==> src/rtl/nor_rst_seq.sv <==
module nor_rst_seq #(
  parameter int CW        = 16,
  parameter int T_VCS     = 30000,
  parameter int T_RP      = 20,
  parameter int T_RH      = 5,
  parameter int T_RPH     = 3500,
  parameter int T_READY   = 3500,
  parameter int T_RB      = 0,
  parameter int T_RBTO    = 10000,
  parameter bit STATE_DEP = 1'b0,
  parameter bit RB_MON    = 1'b0
) (
  input  logic clk,
  input  logic rst_n,
  input  logic pwr_good_i,
  input  logic wrst_req_i,
  input  logic embed_busy_i,
  input  logic flash_rb_i,
  input  logic host_ce_n_i,
  input  logic host_oe_n_i,
  input  logic host_we_n_i,
  output logic flash_rst_n_o,
  output logic flash_ce_n_o,
  output logic flash_oe_n_o,
  output logic flash_we_n_o,
  output logic access_ok_o,
  output logic rb_timeout_o
);

  localparam int W = CW + 1;
  localparam logic [CW:0] K_VCS   = W'(T_VCS);
  localparam logic [CW:0] K_RP    = W'(T_RP);
  localparam logic [CW:0] K_RH    = W'(T_RH);
  localparam logic [CW:0] K_RPH   = W'(T_RPH);
  localparam logic [CW:0] K_READY = W'(T_READY);
  localparam logic [CW:0] K_RB    = W'(T_RB);
  localparam logic [CW:0] K_RBTO  = W'(T_RBTO);

  typedef enum logic [2:0] {
    ST_POR, ST_LOW, ST_HOLD, ST_RB, ST_RBD, ST_FBK, ST_RDY
  } st_t;

  st_t         state;
  logic [CW-1:0] t_lo, t_hi;
  logic        pg_s1, pg_s2, rb_s1, rb_s2;
  logic        emb_q, por_q, to_q;
  logic [CW:0] lo_n, hi_n, hi_c;
  logic        rel_hold;

  assign lo_n = {1'b0, t_lo} + 1'b1;
  assign hi_n = {1'b0, t_hi} + 1'b1;
  assign hi_c = {1'b0, t_hi};

  assign rel_hold = (hi_n >= K_RH) &&
                    ((STATE_DEP && !por_q) ? (!emb_q || lo_n >= K_READY)
                                           : (lo_n >= K_RPH));

  assign access_ok_o   = (state == ST_RDY);
  assign flash_rst_n_o = !(state == ST_POR || state == ST_LOW);
  assign flash_ce_n_o  = access_ok_o ? host_ce_n_i : 1'b1;
  assign flash_oe_n_o  = access_ok_o ? host_oe_n_i : 1'b1;
  assign flash_we_n_o  = access_ok_o ? host_we_n_i : 1'b1;
  assign rb_timeout_o  = to_q;

  always_ff @(posedge clk or negedge rst_n) begin
    if (!rst_n) begin
      state <= ST_POR;
      t_lo  <= '0;
      t_hi  <= '0;
      pg_s1 <= 1'b0;
      pg_s2 <= 1'b0;
      rb_s1 <= 1'b0;
      rb_s2 <= 1'b0;
      emb_q <= 1'b0;
      por_q <= 1'b1;
      to_q  <= 1'b0;
    end else begin
      pg_s1 <= pwr_good_i;
      pg_s2 <= pg_s1;
      rb_s1 <= flash_rb_i;
      rb_s2 <= rb_s1;
      t_lo  <= (&t_lo) ? t_lo : t_lo + 1'b1;
      t_hi  <= (&t_hi) ? t_hi : t_hi + 1'b1;
      if (!pg_s2 && state != ST_POR) begin
        state <= ST_POR;
        t_lo  <= '0;
        por_q <= 1'b1;
        emb_q <= 1'b0;
      end else begin
        case (state)
          ST_POR: begin
            if (!pg_s2) t_lo <= '0;
            else if (lo_n >= K_VCS) begin
              state <= ST_LOW;
              t_lo  <= '0;
            end
          end
          ST_LOW: begin
            if (lo_n >= K_RP) begin
              t_hi  <= '0;
              state <= (STATE_DEP && RB_MON && emb_q) ? ST_RB : ST_HOLD;
            end
          end
          ST_HOLD: begin
            if (rel_hold) begin
              state <= ST_RDY;
              por_q <= 1'b0;
            end
          end
          ST_RB: begin
            if (rb_s2) begin
              state <= ST_RBD;
              t_hi  <= '0;
            end else if (hi_n >= K_RBTO) begin
              to_q  <= 1'b1;
              state <= ST_FBK;
            end
          end
          ST_RBD:  if (hi_c >= K_RB) state <= ST_RDY;
          ST_FBK:  if (lo_n >= K_READY) state <= ST_RDY;
          ST_RDY: begin
            if (wrst_req_i) begin
              state <= ST_LOW;
              t_lo  <= '0;
              emb_q <= embed_busy_i;
            end
          end
          default: state <= ST_POR;
        endcase
      end
    end
  end

  p_rise_after_good_r1: assert property (@(posedge clk) disable iff (!rst_n)
    $rose(flash_rst_n_o) |-> $past(pg_s2));

  p_drop_restart_r2: assert property (@(posedge clk) disable iff (!rst_n)
    !pg_s2 |=> (!access_ok_o && !flash_rst_n_o));

  p_req_start_r3: assert property (@(posedge clk) disable iff (!rst_n)
    (access_ok_o && wrst_req_i && pg_s2) |=> !flash_rst_n_o);

  p_to_sticky_r7: assert property (@(posedge clk) disable iff (!rst_n)
    rb_timeout_o |=> rb_timeout_o);

  p_gate_r8: assert property (@(posedge clk) disable iff (!rst_n)
    !access_ok_o |-> (flash_ce_n_o && flash_oe_n_o && flash_we_n_o));

  p_req_ignored_r9: assert property (@(posedge clk) disable iff (!rst_n)
    (!access_ok_o && flash_rst_n_o && wrst_req_i && pg_s2) |=> flash_rst_n_o);

  p_low_not_ready_r10: assert property (@(posedge clk) disable iff (!rst_n)
    !flash_rst_n_o |-> !access_ok_o);

  p_release_after_high_r10: assert property (@(posedge clk) disable iff (!rst_n)
    $rose(access_ok_o) |-> $past(flash_rst_n_o));

endmodule

==> config.mk <==
export PLATFORM = sky130hd
export DESIGN_NAME = nor_rst_seq
export DESIGN_NICKNAME = d
export VERILOG_FILES = /design/src/rtl/nor_rst_seq.sv
export SDC_FILE = /design/constraint.sdc
export NUM_CORES = 1
export LEC_CHECK = 0
export BUFFER_PORTS_ARGS = -buffer_cell sky130_fd_sc_hd__buf_2
export CORE_ASPECT_RATIO = 0.5
export CORE_MARGIN = 4
export CORE_UTILIZATION = 25
export CTS_CLUSTER_SIZE = 12
export DETAILED_ROUTE_END_ITERATION = 10
export SKIP_CTS_REPAIR_TIMING = 1
export SYNTH_ARGS = -nofsm -noshare
export SYNTH_HDL_FRONTEND = slang
export SYNTH_SLANG_ARGS = --single-unit
==> constraint.sdc <==
create_clock -name clk -period 2.4 [get_ports clk]
set_input_delay 0.24 -clock clk [delete_from_list [all_inputs] [get_ports clk]]
set_output_delay 0.24 -clock clk [all_outputs]
set_load 0.05 [all_outputs]
==> out/metrics.yaml, run 1 <==
timing:
  final_max_slew_viol_count: 0
  fin_ws_ns: -0.254
  worst_slew_pin_slew_ns: 0.946
  fin_worst_skew_ns: 0.00310
  final-hold-violation-count: 0
  whs_ns: 0.0557
  fmax_mhz: 377
  tns_ns: -2.34
  relSlewSlack_pct: 36.9
  layout_min_cycle_time_ns: 2.65
  fin_crit_sh_pct: 111
  setup_viol: 18
  grt_setup_unrepaired: "yes"
die:
  dieArea_um2: 14100
  start_util_pct: 25.6
  dieWidth_um: 164
  coreArea_um2: 11800
  rows: 28
  die_h_um: 85.9
  num_io_pins: 15
worst_setup_path:
  cp-end-kind: "flip-flop"
  startpoint_type: "flip-flop"
  crit_arrival_ns: 2.89
  path_class: "reg2reg"
  cp-startpoint: "t_lo[0]$_DFF_PN0_"
  cp.required_ns: 2.63
  path_max_fanout: 8
  timing.rr.start: "t_lo[0]$_DFF_PN0_"
synthesis:
  yosysMostFrequentCell: "dfrtp_1"
  syn_nets: 364
  synthCells: 350
  ys.warnings.count: 0
  synth.distinct_cells: 73
  synth-edff-count: 0
  yosysSeqAreaShare_pct: 33.0
  ys_ff_latch: 40
  synth_ff_type: "dfrtp_1"
  syn_area_um2: 3030
  yosysTopAreaCell: "dfrtp_1"
  ys_top_cells_by_count: "dfrtp_1, nor2_1, a21oi_1"
  synthTopCellsByArea: "dfrtp_1, xnor2_1, a21oi_1"
  async_flop_share_pct: 100
  synth_top_area_share_pct: 33.0
  synth_area_per_cell_um2: 8.67
run_status:
  violations: "negative setup slack"
  status: "complete, but fails checks"
route:
  wl_met2_um: 4030
  totalWireLength_um: 8550
  viasPerCell: 4.84
  drc: 0
  ant_nets: 0
  highest_layer: "met4"
  firstDrtPassIters: 5
  route.met3.wl_um: 380
  num_vias: 2935
  drt-met1-wl_um: 3980
  drt-initial-drc-count: 213
  wl_per_cell_um: 14.1
finish:
  stdcell_area_um2: 4270
  drive_above_1_share_pct: 39.8
  syn_to_final_growth_pct: 40.7
  fin_nets: 455
  diodes: 0
pwr:
  ir_drop_mv: 0.248
  leakage_nw: 1.77
  power_density_nw_per_um2: 371
clock_tree:
  tritoncts: "yes"
  root_buffer: "clkbuf_16"
  cts_sinks: 40
  clk_pin_slew_ns: 0.06
  clockBufferDepth: 2
  h-tree-depth: 2
  cts_inserted_buffers: 5
  clock_latency_ns: 0.29
global_routing:
  grtUsageTotal_pct: 12.5
  grt-ovfl-total: 0
  grt_pass1_wl_um: 14100
  grt_max_degree: 41
  antenna_found_initial: 0
  grt_pass1_vias: 2884
place:
  routabilityCongestion: 0.872
  hpwl_um: 6100
  port_buffers: 13
  placed_area_um2: 3870
  place_ws_ns: -0.487
hold_path:
  hold_class: "in2reg"
  holdCritStartpoint: "flash_rb_i"
run:
  cap_violations: 0
==> through the flow <==
stage               utilization, %  cells  power (mW)
detailed placement            32.7    596       0.773
finish                        36.0    607        1.58
floorplan                        -    350       0.731
global placement              32.7    596       0.770
CTS                           34.2    604        1.60
global route                  36.0    607        1.65
==> worst paths after layout <==
check,slack [ns],depth (start not counted),end
max,-0.25,10,state[1]$_DFFE_PN0P_
min,0.06,1,rb_s1$_DFF_PN0_
max reg2reg,-0.25,10,state[1]$_DFFE_PN0P_
min reg2reg,0.35,0,rb_s2$_DFF_PN0_
max in group asynchronous,1.68,1,t_lo[0]$_DFF_PN0_
min in group asynchronous,0.08,1,t_lo[8]$_DFF_PN0_
==> routing by layer <==
layer | GRT usage [%] | up-vias
met4 | 4.57 | 0
met2 | 21.1 | 58
met5 | 0 | -
met1 | 15.8 | 1393
li1 | - | 1470
met3 | 2.64 | 14
==> cell type report <==
class	count	area, µm²
Multi-Input combinational cell	271	2030
Clock buffer	6	139
Sequential cell	40	1000
Timing Repair Buffer	108	798
Inverter	15	56.3
Clock inverter	2	38.8
Tap cell	165	206
Fill cell	1225	7570
==> kinds of logic after synthesis <==
family          count (synthesis)  share of synthesized area [%]
mux                             6                           2.06
buf+inv                        39                           6.19
flops                          40                           33.0
compound gates                 85                           19.1
xor+xnor                       29                           8.37
fa+ha+maj                       5                           2.06
simple gates                  146                           29.2
==> critical path, cell delays in order (launching register included) <==
cell	delay, ns
dfrtp_2	0.44
ha_4	0.20
nand4b_1	0.25
or4_4	0.47
o41a_1	0.12
o211ai_1	0.14
nand3b_1	0.17
o31ai_4	0.32
o21ai_1	0.11
a211oi_2	0.21
a221o_1	0.16
==> cells in the final DEF (no fill, tap or decap), drive strengths merged, types with 2 or more instances in the layout <==
| cell type | instances |
|---|---|
| buf | 108 |
| dfrtp | 40 |
| nor2 | 33 |
| a21oi | 30 |
| xnor2 | 21 |
| nand2 | 18 |
| nand3 | 18 |
| nor3 | 17 |
| inv | 15 |
| nand4 | 13 |
| o211ai | 10 |
| o21ai | 9 |
| nor4 | 9 |
| xor2 | 8 |
| or2 | 7 |
| a31oi | 7 |
| clkbuf | 6 |
| and3 | 5 |
| a211oi | 5 |
| ha | 5 |
| mux2i | 4 |
| nand2b | 4 |
| or4 | 3 |
| nor2b | 3 |
| and4 | 3 |
| nand3b | 3 |
| o21a | 2 |
| mux2 | 2 |
| nand4b | 2 |
| o2111ai | 2 |
| o31ai | 2 |
==> state kept, by name (all words and copies together), names as in the netlist <==
| signal | flops |
|---|---|
| pg_s1 | 1 |
| pg_s2 | 1 |
| rb_s1 | 1 |
| rb_s2 | 1 |
| rb_timeout_o | 1 |
| state | 3 |
| t_hi | 16 |
| t_lo | 16 |
==> power by group <==
group          switching (mW)  internal [mW]
clock network           0.290          0.521
logic                  0.0501         0.0330
registers             0.00754          0.682
total                   0.348           1.24
Note: power is estimated with default switching activity, not from simulation.
==> inputs of run 2 (changes only) <==
--- a/config.mk
+++ b/config.mk
@@ -6,11 +6,13 @@
 export NUM_CORES = 1
 export LEC_CHECK = 0
 export BUFFER_PORTS_ARGS = -buffer_cell sky130_fd_sc_hd__buf_2
+export CAP_MARGIN = 0
 export CORE_ASPECT_RATIO = 0.5
 export CORE_MARGIN = 4
-export CORE_UTILIZATION = 25
+export CORE_UTILIZATION = 56
 export CTS_CLUSTER_SIZE = 12
 export DETAILED_ROUTE_END_ITERATION = 10
+export PLACE_DENSITY = 0.77
 export SKIP_CTS_REPAIR_TIMING = 1
 export SYNTH_ARGS = -nofsm -noshare
 export SYNTH_HDL_FRONTEND = slang
==> run 2 against run 1 <==
Net effect:
- register-to-register slack lost 0.08 ns
- fmax shrank 2.8%
- clock skew grew 0.0050 ns
- global-route usage grew 15 points
- clock-buffer cell count shrank 1
- via count grew 6.6%
- the run still ends with negative setup slack left
- power shrank 24%
- sequential share of layout area grew 1.2 points
- largest power group is now sequential cells
- critical path depth grew 1
- largest cell class unchanged
- sequential cell count is the same
- combinational power grew 4.6%
==> out/metrics.yaml, run 2 (synthesis gave the netlist of run 1 again) <==
run_status:
  status: "complete, but fails checks"
  violations: "negative setup slack"
timing:
  fin_ws_ns: -0.329  # -0.0753 ns
  fmax_mhz: 366  # -2.8%
  grt_setup_unrepaired: "yes"
  whs_ns: 0.0395  # -0.0162 ns
  tns_ns: -3.18  # -0.839 ns
  fin_worst_skew_ns: 0.00813  # +0.00502 ns
  final_max_slew_viol_count: 0  # unchanged
  layout_min_cycle_time_ns: 2.73  # +0.0753 ns
  relSlewSlack_pct: 40.1  # +3.2 points
  fin_crit_sh_pct: 114  # +3.1 points
  final-hold-violation-count: 0  # unchanged
  setup_viol: 18  # unchanged
  worst_slew_pin_slew_ns: 0.898  # -0.0481 ns
place:
  port_buffers: 13  # unchanged
  routabilityCongestion: 0.945  # +8.4%
  place_ws_ns: -0.464  # +0.0235 ns
  place_inst: 502  # -16%
  hpwl_um: 6370  # +4.4%
hold_path:
  holdCritStartpoint: "pwr_good_i"
  holdPathEnd: "pg_s1$_DFF_PN0_"
  whs_path_depth: 1  # unchanged
  hold_class: "in2reg"
finish:
  final_cell_mix: "buf_4, dfrtp_1, nor2_1, a21oi_1, xnor2_1"
  fillers: 344  # -72%
  diodes: 0  # unchanged
  layout_commonest_cell: "buf_4"
  top_regs: "t_hi: 16 flops, t_lo: 16 flops, state: 3 flops"
  stdcell_count: 514  # -15%
  syn_to_final_growth_pct: 33.6
  fin_nets: 458  # +0.66%
  drive_above_1_share_pct: 38.3  # -1.5 points
clock_tree:
  h-tree-depth: 2  # unchanged
  cts_inserted_buffers: 5  # unchanged
  clockBufferDepth: 2  # unchanged
  tritoncts: "yes"
  clock_latency_ns: 0.30  # about the same
  cts_sinks: 40  # unchanged
  root_buffer: "clkbuf_8"
  clk_pin_slew_ns: 0.08  # +0.02 ns
die:
  die_h_um: 60.1  # -30%
  dieArea_um2: 6730  # -52%
  dieWidth_um: 112  # -32%
  start_util_pct: 59.9  # +34 points
  coreArea_um2: 5070  # -57%
  num_io_pins: 15  # unchanged
  rows: 18  # -36%
worst_setup_path:
  cp-end-kind: "flip-flop"
  reg2reg_to: "state[1]$_DFFE_PN0P_"
  worstRegToRegCells: 11  # +1
  timing.rr.start: "t_lo[0]$_DFF_PN0_"
  crit_arrival_ns: 2.97  # +0.08 ns
  path_class: "reg2reg"
  cp.required_ns: 2.64  # about the same
  startpoint_type: "flip-flop"
  r2r_slack_ns: -0.33  # -0.08 ns
  path_max_fanout: 4  # -4
pwr:
  p_seq_share_pct: 56.6  # +13 points
  pwr-share-clk_pct: 36.2  # -15 points
  switchingPower_mw: 0.296  # -15%
  leakage_nw: 1.75  # -1.1%
  power_mw: 1.21  # -24%
  ir_drop_mv: 0.225  # -9.0%
  intPower_mw: 0.915  # -26%
  pwr-share-comb_pct: 7.2  # +2.0 points
  swShare_pct: 24.5  # +2.5 points
  power_density_nw_per_um2: 299  # -20%
route:
  drc: 0  # unchanged
  drt-initial-drc-count: 179  # -16%
  totalWireLength_um: 8880  # +3.8%
  firstDrtPassIters: 5  # unchanged
  viasPerCell: 6.09  # +26%
  num_vias: 3130  # +6.6%
  wl_per_cell_um: 17.3  # +23%
  ant_nets: 0  # unchanged
global_routing:
  grt-ovfl-total: 0  # unchanged
  grt_pass1_wl_um: 14700  # +4.2%
  grtUsageTotal_pct: 27.6  # +15 points
  grt_pass1_vias: 3081  # +6.8%
  grt_max_degree: 41  # unchanged
  antenna_found_initial: 0  # unchanged
run:
  cap_violations: 0  # unchanged
run 2: cell count changes in the layout (fill, tap and decap cells not counted), sizes merged:
| cell | before | now |
|---|---|---|
| clkinvlp | 0 | 1 |
| buf | 108 | 111 |
| bufinv | 1 | 0 |
| clkbuf | 6 | 5 |
run 2: metal layers:
metal	vias up	track usage, %	share of wire [%]
li1	1483	-	-
met1	1497	34.9	43
met2	131	49.6	48
met3	19	5.36	7.1
met4	0	7.19	2.0
met5	-	0	0
run 2: cell type report:
type                            instances  area, µm²  share of cell area [%]
Inverter                               15       56.3                    1.39
Sequential cell                        40       1000                    24.7
Clock inverter                          2       12.5                   0.309
Multi-Input combinational cell        271       1990                    49.2
Timing Repair Buffer                  111        833                    20.5
Tap cell                               70       87.6                    2.16
Clock buffer                            5       68.8                    1.70
run 2: worst max-delay path by stage:
| stage | depth (start not counted) | startpoint | end |
|---|---|---|---|
| floorplan | 10 | t_lo[0]$_DFF_PN0_ | t_lo[10]$_DFF_PN0_ |
| global placement | 12 | t_lo[0]$_DFF_PN0_ | state[1]$_DFFE_PN0P_ |
| detailed placement | 12 | t_lo[0]$_DFF_PN0_ | state[1]$_DFFE_PN0P_ |
| CTS | 12 | t_lo[0]$_DFF_PN0_ | state[1]$_DFFE_PN0P_ |
| global route | 13 | t_lo[0]$_DFF_PN0_ | state[1]$_DFFE_PN0P_ |
| finish | 11 | t_lo[0]$_DFF_PN0_ | state[1]$_DFFE_PN0P_ |
run 2: power groups by stage:
| stage | logic (mW) | registers [mW] | clock network [mW] |
|---|---|---|---|
| CTS | 0.0796 | 0.686 | 0.449 |
| finish | 0.0868 | 0.686 | 0.438 |
| global route | 0.0978 | 0.687 | 0.474 |
| floorplan | 0.0310 | 0.700 | 0 |
| detailed placement | 0.0793 | 0.699 | 0 |
| global placement | 0.0750 | 0.698 | 0 |
run 2: critical path: stages (launching register included):
cell      delay (ns)
dfrtp_1         0.39
ha_2            0.21
nand4b_1        0.30
or4_4           0.48
o41a_1          0.12
o211ai_1        0.12
nand3b_1        0.14
o31ai_2         0.19
buf_4           0.16
o21ai_1         0.08
a211oi_2        0.27
a221o_1         0.18
run 2: through the flow:
step / utilization (%) / cell area [µm²]
finish: 80.0 / 4060
global route: 80.0 / 4060
CTS: 76.1 / 3860
detailed placement: 74.5 / 3780
global placement: 74.5 / 3780
floorplan: - / 3050
==> inputs of run 3 (changes only) <==
--- a/config.mk
+++ b/config.mk
@@ -6,7 +6,6 @@
 export NUM_CORES = 1
 export LEC_CHECK = 0
 export BUFFER_PORTS_ARGS = -buffer_cell sky130_fd_sc_hd__buf_2
-export CAP_MARGIN = 0
 export CORE_ASPECT_RATIO = 0.5
 export CORE_MARGIN = 4
 export CORE_UTILIZATION = 56
==> constraint.sdc (replaced) <==
create_clock -name clk -period 2.4 [get_ports clk]
set_input_delay 0.12 -clock clk [delete_from_list [all_inputs] [get_ports clk]]
set_output_delay 0.12 -clock clk [all_outputs]
set_load 0.05 [all_outputs]
==> run 3 against run 2 <==
Net effect:
- the run ends with negative hold slack, negative setup slack left
- wire length up 16%
- non-clock buffer count down 13
- global-route usage down 2.2 points
- combinational power up 8.5%
- critical path type unchanged
- critical path depth down 1
- sequential share of layout area down 0.19 points
- sequential cell count unchanged
- first-iteration DRC count up 96%
- clock power up 37%
- cell count down 2.3%
- largest cell class unchanged
==> out/metrics.yaml, run 3 (synthesis gave the netlist of run 1 again) <==
run_status:
  status: "complete, but fails checks"
  violations: "negative hold slack, negative setup slack"
pwr:
  leakage_nw: 1.73  # -1.4%
  power_density_nw_per_um2: 339  # +13%
  ir_drop_mv: 0.298  # +32%
  power_mw: 1.38  # +14%
route:
  highest_layer: "met4"
  wl_per_cell_um: 20.5  # +19%
  drt-met1-wl_um: 3880  # +1.8%
  num_vias: 3320  # +6.1%
  totalWireLength_um: 10300  # +16%
  wl_met2_um: 4970  # +17%
  drc: 0  # unchanged
  drt-initial-drc-count: 351  # +96%
  ant_nets: 0  # unchanged
  route.met3.wl_um: 889  # +40%
  firstDrtPassIters: 5  # unchanged
  viasPerCell: 6.61  # +8.6%
die:
  dieWidth_um: 112  # unchanged
  coreArea_um2: 5070  # unchanged
  start_util_pct: 59.9  # unchanged
  dieArea_um2: 6730  # unchanged
  rows: 18  # unchanged
  die_h_um: 60.1  # unchanged
  num_io_pins: 15  # unchanged
timing:
  setup_viol: 33  # +15
  relSlewSlack_pct: 39.2  # -0.89 points
  final_max_slew_viol_count: 0  # unchanged
  fin_worst_skew_ns: 0.00722  # -0.000911 ns
  fin_crit_sh_pct: 117  # +2.9 points
  whs_ns: -0.0678  # -0.107 ns
  grt_setup_unrepaired: "yes"
  fmax_mhz: 357  # -2.5%
  worst_slew_pin_slew_ns: 0.912  # +0.0134 ns
  fin_ws_ns: -0.399  # -0.0696 ns
  final-hold-violation-count: 40  # +40
  layout_min_cycle_time_ns: 2.80  # +0.0696 ns
finish:
  fin_nets: 445  # -2.8%
  layout_commonest_cell: "buf_4"
  drive_above_1_share_pct: 38.4  # +0.14 points
  final_cell_mix: "buf_4, dfrtp_1, nor2_1, xnor2_1, a21oi_1"
  syn_to_final_growth_pct: 34.5
  multiInputGateArea_um2: 2090  # +4.6%
  top_regs: "t_hi: 16 flops, t_lo: 16 flops, state: 3 flops"
  diodes: 0  # unchanged
  regArea_um2: 1000  # -0.12%
  fillers: 294  # -15%
worst_setup_path:
  cp.required_ns: 2.60  # -0.04 ns
  startpoint_type: "flip-flop"
  cp-end-kind: "flip-flop"
  path_class: "reg2reg"
  cp-startpoint: "t_lo[0]$_DFF_PN0_"
  crit_arrival_ns: 3.00  # +0.03 ns
  timing.rr.start: "t_lo[0]$_DFF_PN0_"
  worstRegToRegCells: 10  # -1
  path_max_fanout: 6  # +2
global_routing:
  grtUsageTotal_pct: 25.4  # -2.2 points
  grt_max_degree: 41  # unchanged
  grt_pass1_wl_um: 13700  # -7.0%
  antenna_found_initial: 0  # unchanged
  grt-ovfl-total: 0  # unchanged
  grt_pass1_vias: 2947  # -4.3%
clock_tree:
  clockBufferDepth: 2  # unchanged
  cts_inserted_buffers: 5  # unchanged
  root_buffer: "clkbuf_8"
  clk_pin_slew_ns: 0.09  # about the same
  tritoncts: "yes"
  cts_sinks: 40  # unchanged
  clock_latency_ns: 0.31  # about the same
  h-tree-depth: 2  # unchanged
run:
  cap_violations: 0  # unchanged
place:
  place_ws_ns: -0.430  # +0.0336 ns
  port_buffers: 13  # unchanged
  routabilityCongestion: 0.984  # +4.1%
  hpwl_um: 6120  # -3.8%
hold_path:
  hold_class: "in2async"
==> run 3: per-stage QoR <==
stage          utilization [%]  cell area, µm²  TNS (ns)  cells
4_1_cts                   74.0            3750     -9.03    493
3_3_place_gp              71.8            3640     -3.79    485
6_report                  80.5            4080     -5.65    502
5_1_grt                   80.5            4080     -9.07    502
2_1_floorplan                -            3050    -0.245    350
3_5_place_dp              71.8            3640     -6.59    485
==> run 3: layer usage <==
metal / vias to the layer above / global-route usage (%)
met3: 72 / 4.85
met4: 0 / 10.8
met2: 225 / 45.0
li1: 1448 / -
met1: 1575 / 31.2
met5: - / 0
==> run 3: path summary, 6_finish.rpt <==
check | to | slack [ns]
worst min-delay path | t_hi[6]$_DFF_PN0_ | -0.07
worst max register to register | state[1]$_DFFE_PN0P_ | -0.40
min in group clk | t_lo[15]$_DFF_PN0_ | 0.36
max in group asynchronous | t_hi[13]$_DFF_PN0_ | 1.89
worst min register to register | pg_s2$_DFF_PN0_ | 0.37
worst max-delay path | state[1]$_DFFE_PN0P_ | -0.40
==> run 3: cell type report <==
class,instances,area share [%]
sequential,40,24.5
tap,70,2.15
clock buffer,5,1.69
multi-input combinational,271,51.1
timing repair buffer,98,18.0
clock inverter,3,1.13
inverter,15,1.38
==> run 3: critical path, stage by stage, from the launching register on <==
cell and delay (ns):
dfrtp_1 0.42, buf_6 0.13, nand4_1 0.17, or4_4 0.51
xnor2_2 0.22, nor2_2 0.13, a21oi_2 0.09, nor4_2 0.35
nand3b_4 0.27, a211oi_2 0.06, a221o_1 0.33
==> run 3: where the power goes <==
part | internal (mW) | switching (mW)
sequential | 0.681 | 0.00702
clock | 0.314 | 0.286
combinational | 0.0399 | 0.0543
